## config.mk

```make
export PLATFORM = sky130hd
export DESIGN_NAME = victim_wb_arbiter
export DESIGN_NICKNAME = d
export VERILOG_FILES = /design/src/rtl/vwb_pkg.sv /design/src/rtl/vwb_lowest_pick.sv /design/src/rtl/vwb_demand_cmp.sv /design/src/rtl/vwb_omega_ctrl.sv /design/src/rtl/victim_wb_arbiter.sv
export SDC_FILE = /design/constraint.sdc
export NUM_CORES = 1
export LEC_CHECK = 0
export ABC_AREA = 1
export BUFFER_PORTS_ARGS = -buffer_cell sky130_fd_sc_hd__buf_4
export CAP_MARGIN = 10
export CORE_ASPECT_RATIO = 0.75
export CORE_MARGIN = 2
export CORE_UTILIZATION = 40
export DETAILED_ROUTE_END_ITERATION = 16
export GPL_ROUTABILITY_DRIVEN = 0
export GPL_TIMING_DRIVEN = 0
export PLACE_DENSITY_LB_ADDON = 0.12
export REMOVE_ABC_BUFFERS = 1
export SLEW_MARGIN = 10
export SYNTH_ARGS = -nofsm -noshare
export SYNTH_HDL_FRONTEND = slang
export SYNTH_SLANG_ARGS = --single-unit
```

## constraint.sdc

```tcl
create_clock -name clk -period 4.05 [get_ports clk]
set_input_delay 0.405 -clock clk [delete_from_list [all_inputs] [get_ports clk]]
set_output_delay 0.405 -clock clk [all_outputs]
set_load 0.01 [all_outputs]
```

## src/rtl/vwb_pkg.sv

```systemverilog
package vwb_pkg;

  typedef enum logic [1:0] {
    ST_IDLE  = 2'd0,
    ST_QUERY = 2'd1,
    ST_WAIT  = 2'd2
  } vwb_state_t;

endpackage

```

## src/rtl/vwb_lowest_pick.sv

```systemverilog
module vwb_lowest_pick #(
  parameter int N   = 4,
  parameter int IDW = (N > 1) ? $clog2(N) : 1
) (
  input  logic [N-1:0]   req_i,
  output logic           any_o,
  output logic [IDW-1:0] idx_o,
  output logic [N-1:0]   grant_o
);

  // Scan from the top down so the lowest requester overwrites last.
  always_comb begin
    idx_o   = '0;
    grant_o = '0;
    for (int i = N - 1; i >= 0; i--) begin
      if (req_i[i]) begin
        idx_o   = IDW'(i);
        grant_o = N'(1) << i;
      end
    end
  end

  assign any_o = |req_i;

endmodule

```

## src/rtl/vwb_demand_cmp.sv

```systemverilog
module vwb_demand_cmp #(
  parameter int NUM_CPU = 4,
  parameter int HIST_W  = 8,
  parameter int W_W     = 3
) (
  input  logic [W_W-1:0]            omega_i,
  input  logic [HIST_W-1:0]         local_hist_i,
  input  logic [NUM_CPU*HIST_W-1:0] peer_hist_i,
  output logic [NUM_CPU-1:0]        pass_o
);

  localparam int PROD_W = HIST_W + W_W;

  logic [PROD_W-1:0] thresh;

  assign thresh = {{HIST_W{1'b0}}, omega_i} * {{W_W{1'b0}}, local_hist_i};

  for (genvar g = 0; g < NUM_CPU; g++) begin : g_peer
    logic [PROD_W-1:0] peer_ext;
    assign peer_ext  = {{W_W{1'b0}}, peer_hist_i[g*HIST_W +: HIST_W]};
    assign pass_o[g] = (peer_ext >= thresh);
  end

endmodule

```

## src/rtl/vwb_omega_ctrl.sv

```systemverilog
module vwb_omega_ctrl #(
  parameter int OMEGA_MIN  = 1,
  parameter int OMEGA_MAX  = 7,
  parameter int OMEGA_INIT = 2,
  parameter int WB_STEP    = 3,
  parameter int W_W        = $clog2(OMEGA_MAX + 1)
) (
  input  logic           clk,
  input  logic           rst_n,
  input  logic           wb_evt_i,
  input  logic           reuse_evt_i,
  output logic [W_W-1:0] omega_o
);

  localparam int CNT_W = (WB_STEP > 1) ? $clog2(WB_STEP) : 1;
  localparam logic [W_W-1:0]   W_MIN  = W_W'(OMEGA_MIN);
  localparam logic [W_W-1:0]   W_MAX  = W_W'(OMEGA_MAX);
  localparam logic [CNT_W-1:0] CNT_LAST = CNT_W'(WB_STEP - 1);

  logic [W_W-1:0]   omega_q, omega_n;
  logic [CNT_W-1:0] cnt_q, cnt_n;
  logic             step_hit;
  logic             upd_en;

  assign step_hit = wb_evt_i && (cnt_q == CNT_LAST);
  assign upd_en   = wb_evt_i || reuse_evt_i;

  always_comb begin
    cnt_n   = cnt_q;
    omega_n = omega_q;
    if (wb_evt_i) begin
      cnt_n = step_hit ? '0 : cnt_q + CNT_W'(1);
    end
    if (step_hit && !reuse_evt_i) begin
      if (omega_q < W_MAX) omega_n = omega_q + W_W'(1);
    end else if (reuse_evt_i && !step_hit) begin
      if (omega_q > W_MIN) omega_n = omega_q - W_W'(1);
    end
  end

  always_ff @(posedge clk or negedge rst_n) begin
    if (!rst_n) begin
      omega_q <= W_W'(OMEGA_INIT);
      cnt_q   <= '0;
    end else if (upd_en) begin
      omega_q <= omega_n;
      cnt_q   <= cnt_n;
    end
  end

  assign omega_o = omega_q;

  assert_omega_range_R8: assert property (@(posedge clk) disable iff (!rst_n)
    (omega_q >= W_MIN) && (omega_q <= W_MAX));

  assert_reuse_lowers_R8: assert property (@(posedge clk) disable iff (!rst_n)
    (reuse_evt_i && !wb_evt_i) |=>
      (omega_q == (($past(omega_q) > W_MIN) ? $past(omega_q) - W_W'(1) : W_MIN)));

  assert_step_raises_R9: assert property (@(posedge clk) disable iff (!rst_n)
    (step_hit && !reuse_evt_i) |=>
      (cnt_q == '0) &&
      (omega_q == (($past(omega_q) < W_MAX) ? $past(omega_q) + W_W'(1) : W_MAX)));

  assert_cancel_R10: assert property (@(posedge clk) disable iff (!rst_n)
    (step_hit && reuse_evt_i) |=> $stable(omega_q) && (cnt_q == '0));

endmodule

```

## src/rtl/victim_wb_arbiter.sv

```systemverilog
module victim_wb_arbiter
  import vwb_pkg::*;
#(
  parameter int NUM_CPU    = 4,
  parameter int LOCAL_ID   = 0,
  parameter int SET_W      = 6,
  parameter int HIST_W     = 8,
  parameter int OMEGA_MIN  = 1,
  parameter int OMEGA_MAX  = 7,
  parameter int OMEGA_INIT = 2,
  parameter int WB_STEP    = 3,
  parameter int ID_W       = (NUM_CPU > 1) ? $clog2(NUM_CPU) : 1
) (
  input  logic                      clk,
  input  logic                      rst_n,
  input  logic                      vic_valid,
  output logic                      vic_ready,
  input  logic [SET_W-1:0]          vic_set,
  input  logic                      vic_shared,
  input  logic                      vic_low_reuse,
  input  logic                      vic_foreign_unused,
  input  logic [HIST_W-1:0]         local_hist,
  output logic                      qry_valid,
  output logic [SET_W-1:0]          qry_set,
  output logic [HIST_W-1:0]         qry_hist,
  input  logic                      rsp_valid,
  input  logic [NUM_CPU-1:0]        rsp_low_lru,
  input  logic [NUM_CPU*HIST_W-1:0] rsp_hist,
  input  logic                      reuse_evt,
  output logic                      dec_valid,
  output logic                      dec_send,
  output logic [ID_W-1:0]           dec_target
);

  localparam int W_W = $clog2(OMEGA_MAX + 1);
  localparam logic [NUM_CPU-1:0] PEER_MASK = ~(NUM_CPU'(1) << LOCAL_ID);
  localparam logic [ID_W-1:0]    SELF_ID   = ID_W'(LOCAL_ID);

  vwb_state_t state_q, state_n;

  logic [SET_W-1:0]  set_q;
  logic [HIST_W-1:0] hist_q;
  logic              cap_en;

  logic              dv_q, dv_n;
  logic              ds_q, ds_n;
  logic [ID_W-1:0]   dt_q, dt_n;
  logic              dec_en;

  logic              screened;
  logic              take_vic;
  logic              resolve;

  logic [W_W-1:0]     omega;
  logic [NUM_CPU-1:0] dem_pass;
  logic [NUM_CPU-1:0] cold_req, dem_req;
  logic               cold_any, dem_any;
  logic [ID_W-1:0]    cold_idx, dem_idx;
  logic [NUM_CPU-1:0] cold_gnt, dem_gnt;
  logic               fwd_sel;
  logic [ID_W-1:0]    fwd_idx;
  logic               wb_evt;

  assign vic_ready = (state_q == ST_IDLE);
  assign screened  = vic_shared || vic_low_reuse || vic_foreign_unused;
  assign take_vic  = vic_valid && vic_ready;
  assign resolve   = (state_q == ST_WAIT) && rsp_valid;

  vwb_demand_cmp #(
    .NUM_CPU (NUM_CPU),
    .HIST_W  (HIST_W),
    .W_W     (W_W)
  ) u_demand_cmp (
    .omega_i      (omega),
    .local_hist_i (hist_q),
    .peer_hist_i  (rsp_hist),
    .pass_o       (dem_pass)
  );

  assign cold_req = rsp_low_lru & PEER_MASK;
  assign dem_req  = dem_pass & PEER_MASK;

  vwb_lowest_pick #(.N(NUM_CPU), .IDW(ID_W)) u_pick_cold (
    .req_i   (cold_req),
    .any_o   (cold_any),
    .idx_o   (cold_idx),
    .grant_o (cold_gnt)
  );

  vwb_lowest_pick #(.N(NUM_CPU), .IDW(ID_W)) u_pick_dem (
    .req_i   (dem_req),
    .any_o   (dem_any),
    .idx_o   (dem_idx),
    .grant_o (dem_gnt)
  );

  // Cold LRU line at a peer outranks the demand comparison.
  assign fwd_sel = cold_any || dem_any;
  assign fwd_idx = cold_any ? cold_idx : dem_idx;
  assign wb_evt  = resolve && fwd_sel;

  vwb_omega_ctrl #(
    .OMEGA_MIN  (OMEGA_MIN),
    .OMEGA_MAX  (OMEGA_MAX),
    .OMEGA_INIT (OMEGA_INIT),
    .WB_STEP    (WB_STEP),
    .W_W        (W_W)
  ) u_omega (
    .clk         (clk),
    .rst_n       (rst_n),
    .wb_evt_i    (wb_evt),
    .reuse_evt_i (reuse_evt),
    .omega_o     (omega)
  );

  always_comb begin
    state_n = state_q;
    cap_en  = 1'b0;
    dv_n    = 1'b0;
    ds_n    = ds_q;
    dt_n    = dt_q;
    dec_en  = 1'b0;
    case (state_q)
      ST_IDLE: begin
        if (vic_valid) begin
          if (screened) begin
            dv_n   = 1'b1;
            ds_n   = 1'b0;
            dt_n   = '0;
            dec_en = 1'b1;
          end else begin
            cap_en  = 1'b1;
            state_n = ST_QUERY;
          end
        end
      end
      ST_QUERY: begin
        state_n = ST_WAIT;
      end
      ST_WAIT: begin
        if (rsp_valid) begin
          dv_n    = 1'b1;
          ds_n    = fwd_sel;
          dt_n    = fwd_sel ? fwd_idx : '0;
          dec_en  = 1'b1;
          state_n = ST_IDLE;
        end
      end
      default: begin
        state_n = ST_IDLE;
      end
    endcase
  end

  always_ff @(posedge clk or negedge rst_n) begin
    if (!rst_n) begin
      state_q <= ST_IDLE;
      dv_q    <= 1'b0;
    end else begin
      state_q <= state_n;
      dv_q    <= dv_n;
    end
  end

  always_ff @(posedge clk or negedge rst_n) begin
    if (!rst_n) begin
      set_q  <= '0;
      hist_q <= '0;
    end else if (cap_en) begin
      set_q  <= vic_set;
      hist_q <= local_hist;
    end
  end

  always_ff @(posedge clk or negedge rst_n) begin
    if (!rst_n) begin
      ds_q <= 1'b0;
      dt_q <= '0;
    end else if (dec_en) begin
      ds_q <= ds_n;
      dt_q <= dt_n;
    end
  end

  assign qry_valid  = (state_q == ST_QUERY);
  assign qry_set    = set_q;
  assign qry_hist   = hist_q;
  assign dec_valid  = dv_q;
  assign dec_send   = ds_q;
  assign dec_target = dt_q;

  // R2 and R3 share this check with R1: all three screens act alike.
  assert_screened_drop_R1: assert property (@(posedge clk) disable iff (!rst_n)
    (take_vic && screened) |=> (dec_valid && !dec_send && !qry_valid));

  assert_query_fields_R4: assert property (@(posedge clk) disable iff (!rst_n)
    (take_vic && !screened) |=>
      (qry_valid && !dec_valid && (qry_set == $past(vic_set)) &&
       (qry_hist == $past(local_hist))));

  assert_decision_due_R4: assert property (@(posedge clk) disable iff (!rst_n)
    resolve |=> dec_valid);

  assert_cold_first_R5: assert property (@(posedge clk) disable iff (!rst_n)
    (resolve && ((rsp_low_lru & PEER_MASK) != '0)) |=>
      (dec_send && ((($past(rsp_low_lru) >> dec_target) & NUM_CPU'(1)) != '0)));

  assert_one_winner_R5: assert property (@(posedge clk) disable iff (!rst_n)
    $onehot0(cold_gnt) && $onehot0(dem_gnt));

  assert_never_self_R7: assert property (@(posedge clk) disable iff (!rst_n)
    (dec_valid && dec_send) |-> (dec_target != SELF_ID));

  assert_busy_holds_R11: assert property (@(posedge clk) disable iff (!rst_n)
    ((state_q == ST_WAIT) && !rsp_valid) |=> (state_q == ST_WAIT) && !dec_valid);

endmodule

```

==> flow_metrics.tcl, run 1 <==
set metrics [dict create \
    run_status "completed" \
    worst_r2r_path_depth 23 \
    synthFlopType "dfrtp_1" \
    relSlewSlack_pct 57.4 \
    ant_nets 0 \
    ir_drop_v 0.000238 \
    crit_chain "nand2_1, inv_1, fa_1, ha_1, inv_1, fa_1, xor2_2, ha_1, nand2_1, inv_1, nand2_1, nand3_1, nand2_1, nand2_1, nand3_2, nand2_2, nor2_4, nor2_8, nand2_4, nand2_2, nand2_2, nand2_1, nand2_1" \
    r2r_end "u_omega.omega_o[2]" \
    cts_sinks 25 \
    comb_power_share_pct 67.3 \
    worst-setup-path-type "flop to flop" \
    tightest_slew_ns 0.638 \
    first_pass_iters 4 \
    crit_path_max_fanout 13 \
    synthArstFlopShare_pct 100 \
    period_share_pct 91.9 \
    syn_avg_cell_area_um2 6.99 \
    die_width_um 94.7 \
    crit_required_ns 4.22 \
    p_switching_mw 0.857 \
    yosysTopAreaCellShare_pct 24.3 \
    r2r_slack_ns 0.33 \
    slowest_delay_ns 0.53 \
    cp-start-kind "flop" \
    grt_usage_pct 16.2 \
    synth_area_um2 2470 \
    port_buffers 68 \
    postCtsSetupBuffers 0 \
    yosysUniqueCellTypes 33 \
    max_freq_mhz 269 \
    start_util_pct 41.9 \
    power_mw 1.72 \
    pwr-share-clk_pct 9.2 \
    antenna_found_initial 0 \
    placementRows 24 \
    p_per_area_nw_per_um2 553 \
    holdWs_ns 0.0180 \
    clk_pin_slew_ns 0.10 \
    internal_power_mw 0.866 \
    mostFrequentLayoutCell "nand2_1" \
    wire_per_inst_um 10.7 \
    sequentialPowerShare_pct 23.5 \
    cts_made_buffers 3 \
    synth-seq-cells 25 \
    cts_tree "done" \
    grt_pass1_wl_mm 9.00 \
    post-synth-top-area-cell "dfrtp_1" \
    io_pins 78 \
    n_antenna_cell 0 \
    die_area_um2 6820 \
    cp-end-kind "flop" \
    vias 2273 \
    setup_tns_ns 0 \
    hold_path_class "input pin to asynchronous set/reset pin" \
    area_growth_pct 26.3 \
    yosysWarnings 0 \
    p_leak_nw 1.88 \
    htreeDepth 1 \
    final_max_slew_viol_count 0 \
    routed_via_density 4.56 \
    crit_family "adder cells" \
    synth_edf_count 0 \
    cts_root_buf "clkbuf_8" \
    fin_skew_ns 0.00641 \
    dp_hpwl_mm 4.42 \
    cp_common_cell "nand2_1" \
    synth.area.top_cells "dfrtp_1, nand2_1, ha_1" \
    swShare_pct 49.7 \
    hold_viol 0 \
    critPathBufInv 3 \
    cp.arrival_ns 3.90 \
    die_y_um 72.0 \
    setup_violations 0 \
    core-area_um2 5890 \
    synth-seq-area-share_pct 25.4 \
    cp_slowest_cell "fa_1" \
    insertion_delay_ns 0.27 \
    overflow 0 \
    syn_inst 353 \
    reg2reg_from "u_omega.omega_o[2]" \
    rsz0062_at_grt "false" \
    routed_wirelength_mm 5.32 \
    drt-initial-drc-count 79 \
    fillerInstances 614 \
    clockBufferDepth 2 \
    grt_max_degree 26 \
    fin_nets 514 \
    grt_pass1_vias 2046 \
    period_needed_ns 3.72 \
    drive_gt1_share_pct 24.8 \
    maxCapViolations 0 \
    drc 0 \
    final_cell_mix "nand2_1, buf_4, inv_1" \
]
metrics by stage:
stage,utilization [%],std cells,setup WS (ns),area [µm²]
2_1_floorplan,-,348,0.696,2450
5_1_grt,52.9,498,0.0308,3120
3_5_place_dp,51.9,494,0.272,3060
3_3_place_gp,51.9,494,0.329,3060
6_report,52.9,498,0.327,3120
4_1_cts,52.8,498,0.236,3110
per-layer routing:
layer	track usage, %	up-vias	wire [µm]
met5	0	-	0
met4	0.966	0	0
li1	-	1224	-
met3	3.84	0	266
met1	23.6	1001	2780
met2	25.7	48	2270
cells by family after synthesis:
logic type / after synthesis / share of synthesized area (%)
AOI/OAI and AO/OA: 22 / 5.58
adders and majority gates: 35 / 19.9
DFF: 25 / 25.4
and+or+nand+nor: 196 / 37.1
xor gates and xnor gates: 3 / 1.07
buffers and inverters: 72 / 11.0
final cells by class:
type,count,area (µm²),area share [%]
Tap cell,78,97.6,3.13
Multi-Input combinational cell,256,1580,50.6
Clock inverter,1,8.76,0.281
Clock buffer,3,41.3,1.33
Sequential cell,25,628,20.2
Inverter,67,251,8.07
Timing Repair Buffer,68,510,16.4
cell usage after synthesis, types with 2 or more instances:
master	n
nand4_1	4
clkbuf_1	4
nand3_1	24
nor3_1	2
nor2_1	13
nand2_1	125
ha_1	28
fa_1	7
inv_1	62
inv_2	4
a21oi_1	7
nand2_2	14
xor2_1	3
nand4_4	2
nand3b_1	5
o21ai_0	7
nand3_2	2
a21oi_2	2
dfrtp_1	24
timing repair:
item | in CTS | in global routing
hold buffers | 0 | 0
gates resized for setup | 0 | 2
endpoints found under the setup margin | 0 | 4
how the worst max path moves through the flow:
stage | from | endpoint | slack, ns | depth (start not counted)
after global routing | u_omega.omega_o[2] | u_omega.omega_o[1] | 0.03 | 21
after detailed placement | u_omega.omega_o[2] | u_omega.omega_o[0] | 0.27 | 20
after global placement | u_omega.omega_o[2] | u_omega.omega_o[1] | 0.33 | 21
after CTS | u_omega.omega_o[2] | u_omega.omega_o[2] | 0.24 | 20
after floorplan | u_omega.omega_o[2] | u_omega.omega_o[2] | 0.70 | 23
final | u_omega.omega_o[2] | u_omega.omega_o[2] | 0.33 | 23
power groups by stage:
stage               sequential, mW  clock, mW  combinational (mW)
finish                       0.405      0.159                1.16
global route                 0.419      0.171                1.35
CTS                          0.404      0.161                1.16
detailed placement           0.408          0                1.16
global placement             0.410          0                1.13
floorplan                    0.400          0               0.869
registers in the layout (all words and copies together) (netlist names):
| register | cells |
|---|---|
| dec_send | 1 |
| dec_target | 2 |
| dec_valid | 1 |
| qry_hist | 8 |
| qry_set | 6 |
| state_q | 2 |
| u_omega.cnt_q | 2 |
| u_omega.omega_o | 3 |
Power figures use the tool's default switching activity.
==> inputs of run 2 (changes only) <==
Settings changed: CTS_CLUSTER_SIZE set to 24, HOLD_SLACK_MARGIN set to 0.1.
==> run 2 against run 1 <==
  * Clock skew is essentially flat
  * Critical endpoint unchanged
  * Setup slack lost 0.0031 ns
  * Sequential share of layout area shrank 0.065 points
==> flow_metrics.tcl, run 2 (same netlist as run 1, synthesis figures left out) <==
set metrics [dict create \
    run_status "completed" \
    rsz0062_at_grt "false" \
    setup_tns_ns 0 \
    fin_skew_ns 0.00604 \
    die_width_um 94.7 \
    maxCapViolations 0 \
    fin_util_pct 53.1 \
    die_area_um2 6820 \
    p_per_area_nw_per_um2 552 \
    start_util_pct 41.9 \
    grt_usage_pct 16.2 \
    cp.arrival_ns 3.90 \
    fin_nets 515 \
    mostFrequentLayoutCell "nand2_1" \
    vias 2280 \
    insertion_delay_ns 0.27 \
    drive_gt1_share_pct 24.7 \
    largest_reg_flops 8 \
    ir_drop_v 0.000238 \
    crit_required_ns 4.22 \
    setup_violations 0 \
    clockBufferDepth 2 \
    finish.instance_area_um2 3130 \
    final_cell_mix "nand2_1, buf_4, inv_1" \
    n_antenna_cell 0 \
    routed_via_density 4.57 \
    drt-initial-drc-count 79 \
    postCtsSetupBuffers 0 \
    p_leak_nw 1.88 \
    grt_pass1_vias 2049 \
    grt_max_degree 26 \
    final_cells 499 \
    clk_pin_slew_ns 0.10 \
    overflow 0 \
    cts_root_buf "clkbuf_8" \
    antenna_found_initial 0 \
    dp_hpwl_mm 4.42 \
    first_pass_iters 4 \
    tightest_slew_ns 0.637 \
    max_freq_mhz 268 \
    drc 0 \
    cts_sinks 25 \
    dp.cells 494 \
    cts_tree "done" \
    ant_nets 0 \
    die_y_um 72.0 \
    area_growth_pct 26.7 \
    cp-end-kind "flop" \
    postPlaceCellArea_um2 3060 \
    placementRows 24 \
    preCtsSetupSlack_ns 0.272 \
    hold_viol 0 \
    holdWs_ns 0.313 \
    hold_path_class "input pin to flop" \
    port_buffers 68 \
    worst-setup-path-type "flop to flop" \
    final_max_slew_viol_count 0 \
    wire_per_inst_um 10.7 \
    period_needed_ns 3.73 \
    cp-start-kind "flop" \
    cts_made_buffers 3 \
    core-area_um2 5890 \
    htreeDepth 1 \
    io_pins 78 \
    power_mw 1.72 \
    crit_path_max_fanout 13 \
    fin_ws_ns 0.324 \
    grt_pass1_wl_mm 9.01 \
    period_share_pct 92.0 \
    relSlewSlack_pct 57.4 \
    routed_wirelength_mm 5.34 \
]
==> run 2: cell count changes in the layout (fill, tap and decap cells not counted), sizes merged <==
cell | before | now
dlygate4sd3 | 0 | 1
==> run 2: cell type report <==
type / instances / area [µm²]
fillers: 613 / 2760
multi-input cells: 256 / 1580
flip-flops and latches: 25 / 628
repair buffers: 69 / 520
inverters: 67 / 251
well taps: 78 / 97.6
clock buffers: 3 / 41.3
clock inverters: 1 / 8.76
==> run 2: metal layers <==
layer  track usage (%)  vias to the layer above  part of all wire, %
met5                 0                        -                    0
met4             0.966                        0                    0
met3              3.84                        0                  4.9
met2              25.8                       52                   43
met1              23.6                     1003                   52
li1                  -                     1225                    -
==> run 2: critical path, cell delays in order (launching register included) <==
cell and delay [ns]:
dfrtp_2 0.52, nand2_1 0.11, inv_1 0.06, fa_1 0.53, ha_1 0.22, inv_1 0.07
fa_1 0.43, xor2_2 0.19, ha_1 0.31, nand2_1 0.05, inv_1 0.04, nand2_1 0.05
nand3_1 0.15, nand2_1 0.07, nand2_1 0.08, nand3_2 0.07, nand2_2 0.10, nor2_4 0.05
nor2_8 0.16, nand2_4 0.07, nand2_2 0.10, nand2_2 0.07, nand2_1 0.07, nand2_1 0.05
==> run 2: report_power, final <==
part           switching, mW  leakage (nW)  internal (mW)
Combinational          0.679          1.54          0.481
Sequential            0.0915         0.314          0.313
Clock                 0.0867        0.0261         0.0722
Total                  0.858          1.88          0.867
==> run 2: path summary, 6_finish.rpt <==
kind                                     from            endpoint  slack (ns)  depth (start not counted)
setup / recovery           u_omega.omega_o[2]  u_omega.omega_o[2]        0.32                         23
hold / removal                     vic_set[1]          qry_set[1]        0.31                          3
setup reg to reg           u_omega.omega_o[2]  u_omega.omega_o[2]        0.32                         23
hold reg to reg                    qry_set[5]          qry_set[5]        0.49                          2
max in group asynchronous               rst_n  u_omega.omega_o[1]        3.19                          2
min in group asynchronous               rst_n       dec_target[0]        0.57                          2
==> run 2: timing repair <==
action                     in CTS  in global routing
hold buffers                    1                  0
setup endpoints to repair       0                  4
hold endpoints to repair       24                  0
gates resized for setup         0                  2
==> inputs of run 3 (changes only) <==
Clock period 4.05 ns to 3.32 ns, I/O delays scaled along.
==> run 3 against run 2 <==
  * The run now ends with negative setup slack left
  * Register-to-register slack worse by 0.47 ns
  * Clock skew up 0.0037 ns
  * Non-clock buffer count up 11
  * Routed wire length up 12%
  * Final cell count up 2.4%
  * Via count up 2.3%
  * Critical path depth down 2
  * Clock power up 25%
  * Sequential share of layout area down 1.5 points
==> flow_metrics.tcl, run 3 (same netlist as run 1, synthesis figures left out) <==
set metrics [dict create \
    insertion_delay_ns 0.28 \
    largest_reg_flops 8 \
    holdWs_ns 0.236 \
    relSlewSlack_pct 57.1 \
    routed_via_density 4.57 \
    p_per_area_nw_per_um2 729 \
    max_freq_mhz 288 \
    r2r_end "u_omega.omega_o[2]" \
    io_pins 78 \
    violations "negative setup slack" \
    period_needed_ns 3.47 \
    cts_sinks 25 \
    hold_viol 0 \
    final_cell_mix "nand2_1, buf_4, inv_1" \
    drt-initial-drc-count 87 \
    cp.arrival_ns 3.69 \
    r2r_slack_ns -0.15 \
    period_share_pct 105 \
    ant_nets 0 \
    die_area_um2 6820 \
    placementRows 24 \
    worst-setup-path-type "flop to flop" \
    core-area_um2 5890 \
    hold_path_class "input pin to flop" \
    fin_nets 527 \
    holdCritStartpoint "vic_set[1]" \
    final_max_slew_viol_count 0 \
    overflow 0 \
    cts_tree "done" \
    die_y_um 72.0 \
    vias 2333 \
    start_util_pct 41.9 \
    worst_r2r_path_depth 21 \
    p_leak_nw 1.96 \
    grt_usage_pct 17.5 \
    fin_ws_ns -0.150 \
    cp-end-kind "flop" \
    fin_skew_ns 0.00972 \
    cts_made_buffers 3 \
    grt_pass1_vias 2146 \
    ir_drop_v 0.000289 \
    antenna_found_initial 0 \
    clk_pin_slew_ns 0.10 \
    dp_hpwl_mm 4.42 \
    setup_violations 6 \
    drive_gt1_share_pct 34.4 \
    min_delay_worst_endpoint "qry_set[1]" \
    drc 0 \
    dp.cells 494 \
    crit_required_ns 3.54 \
    maxCapViolations 0 \
    clockBufferDepth 2 \
    reg2reg_from "u_omega.omega_o[0]" \
    area_growth_pct 37.7 \
    routed_wirelength_mm 6.01 \
    grt_max_degree 26 \
    rsz0062_at_grt "true" \
    cts_root_buf "clkbuf_8" \
    run_status "finished, violations left" \
    htreeDepth 1 \
    n_antenna_cell 0 \
    crit_path_max_fanout 5 \
    cp-start-kind "flop" \
    tightest_slew_ns 0.642 \
    mostFrequentLayoutCell "nand2_1" \
    final_cells 511 \
    port_buffers 68 \
    die_width_um 94.7 \
    power_mw 2.48 \
    first_pass_iters 4 \
    grt_pass1_wl_mm 9.64 \
    hold-path-cell-count 3 \
    wire_per_inst_um 11.8 \
]
run 3: worst max-delay path by stage:
stage | start | endpoint | slack [ns] | cells after the start
floorplan | u_omega.omega_o[2] | u_omega.omega_o[2] | -0.03 | 23
CTS | u_omega.omega_o[0] | u_omega.omega_o[2] | -0.1 | 20
detailed placement | u_omega.omega_o[2] | u_omega.omega_o[0] | -0.46 | 20
finish | u_omega.omega_o[0] | u_omega.omega_o[2] | -0.15 | 21
global route | qry_hist[2] | u_omega.omega_o[0] | -0.33 | 21
global placement | u_omega.omega_o[2] | u_omega.omega_o[1] | -0.40 | 21
run 3: power by group:
part / switching (mW) / internal (mW) / total [mW]
registers: 0.0705 / 0.384 / 0.455
logic: 1.05 / 0.776 / 1.83
clock network: 0.109 / 0.0881 / 0.198
total: 1.23 / 1.25 / 2.48
run 3: what timing repair did:
| action | in CTS | in global routing |
|---|---|---|
| buffers inserted | 11 | 0 |
| cloned | 1 | 0 |
| endpoints found under the setup margin | 8 | 8 |
| pin swaps | 16 | 13 |
| endpoints found under the hold margin | 24 | 0 |
| resized for setup | 16 | 28 |
| hold buffers | 1 | 0 |
run 3: worst max-delay path, cell delays in order, from the launching register on:
cell and delay (ns):
dfrtp_2 0.46, nand2_2 0.08, inv_2 0.04, fa_1 0.53, ha_2 0.18, inv_2 0.04, fa_2 0.38, xor2_4 0.28
ha_4 0.25, a21oi_2 0.16, nand3_2 0.11, nand2_2 0.08, nand2_1 0.07, nand3_2 0.06, nand2_2 0.07, nor2_4 0.16
nor2_8 0.07, nand2_4 0.08, nand2_4 0.08, nand2_4 0.10, nand2_2 0.04, nand2_1 0.06
run 3: through the flow:
| step | instance area (µm²) | setup WS (ns) | utilization [%] | TNS (ns) |
|---|---|---|---|---|
| final | 3400 | -0.150 | 57.7 | -0.728 |
| after global routing | 3400 | -0.333 | 57.7 | -2.01 |
| after CTS | 3260 | -0.0997 | 55.4 | -0.556 |
| after detailed placement | 3060 | -0.458 | 51.9 | -2.80 |
| after global placement | 3060 | -0.401 | 51.9 | -2.30 |
| after floorplan | 2450 | -0.0343 | - | -0.0617 |
run 3: per-layer routing:
metal | wire length, µm | track usage, % | vias up
li1 | - | - | 1251
met1 | 3010 | 24.6 | 1040
met2 | 2760 | 29.3 | 42
met3 | 236 | 3.84 | 0
met4 | 0 | 0.966 | 0
met5 | 0 | 0 | -
run 3: final cells by class:
cell class	count	area, µm²
fillers	583	2490
clock inverters	1	8.76
inverters	67	251
clock buffers	3	41.3
flip-flops and latches	25	631
multi-input cells	257	1760
well taps	78	97.6
repair buffers	80	607
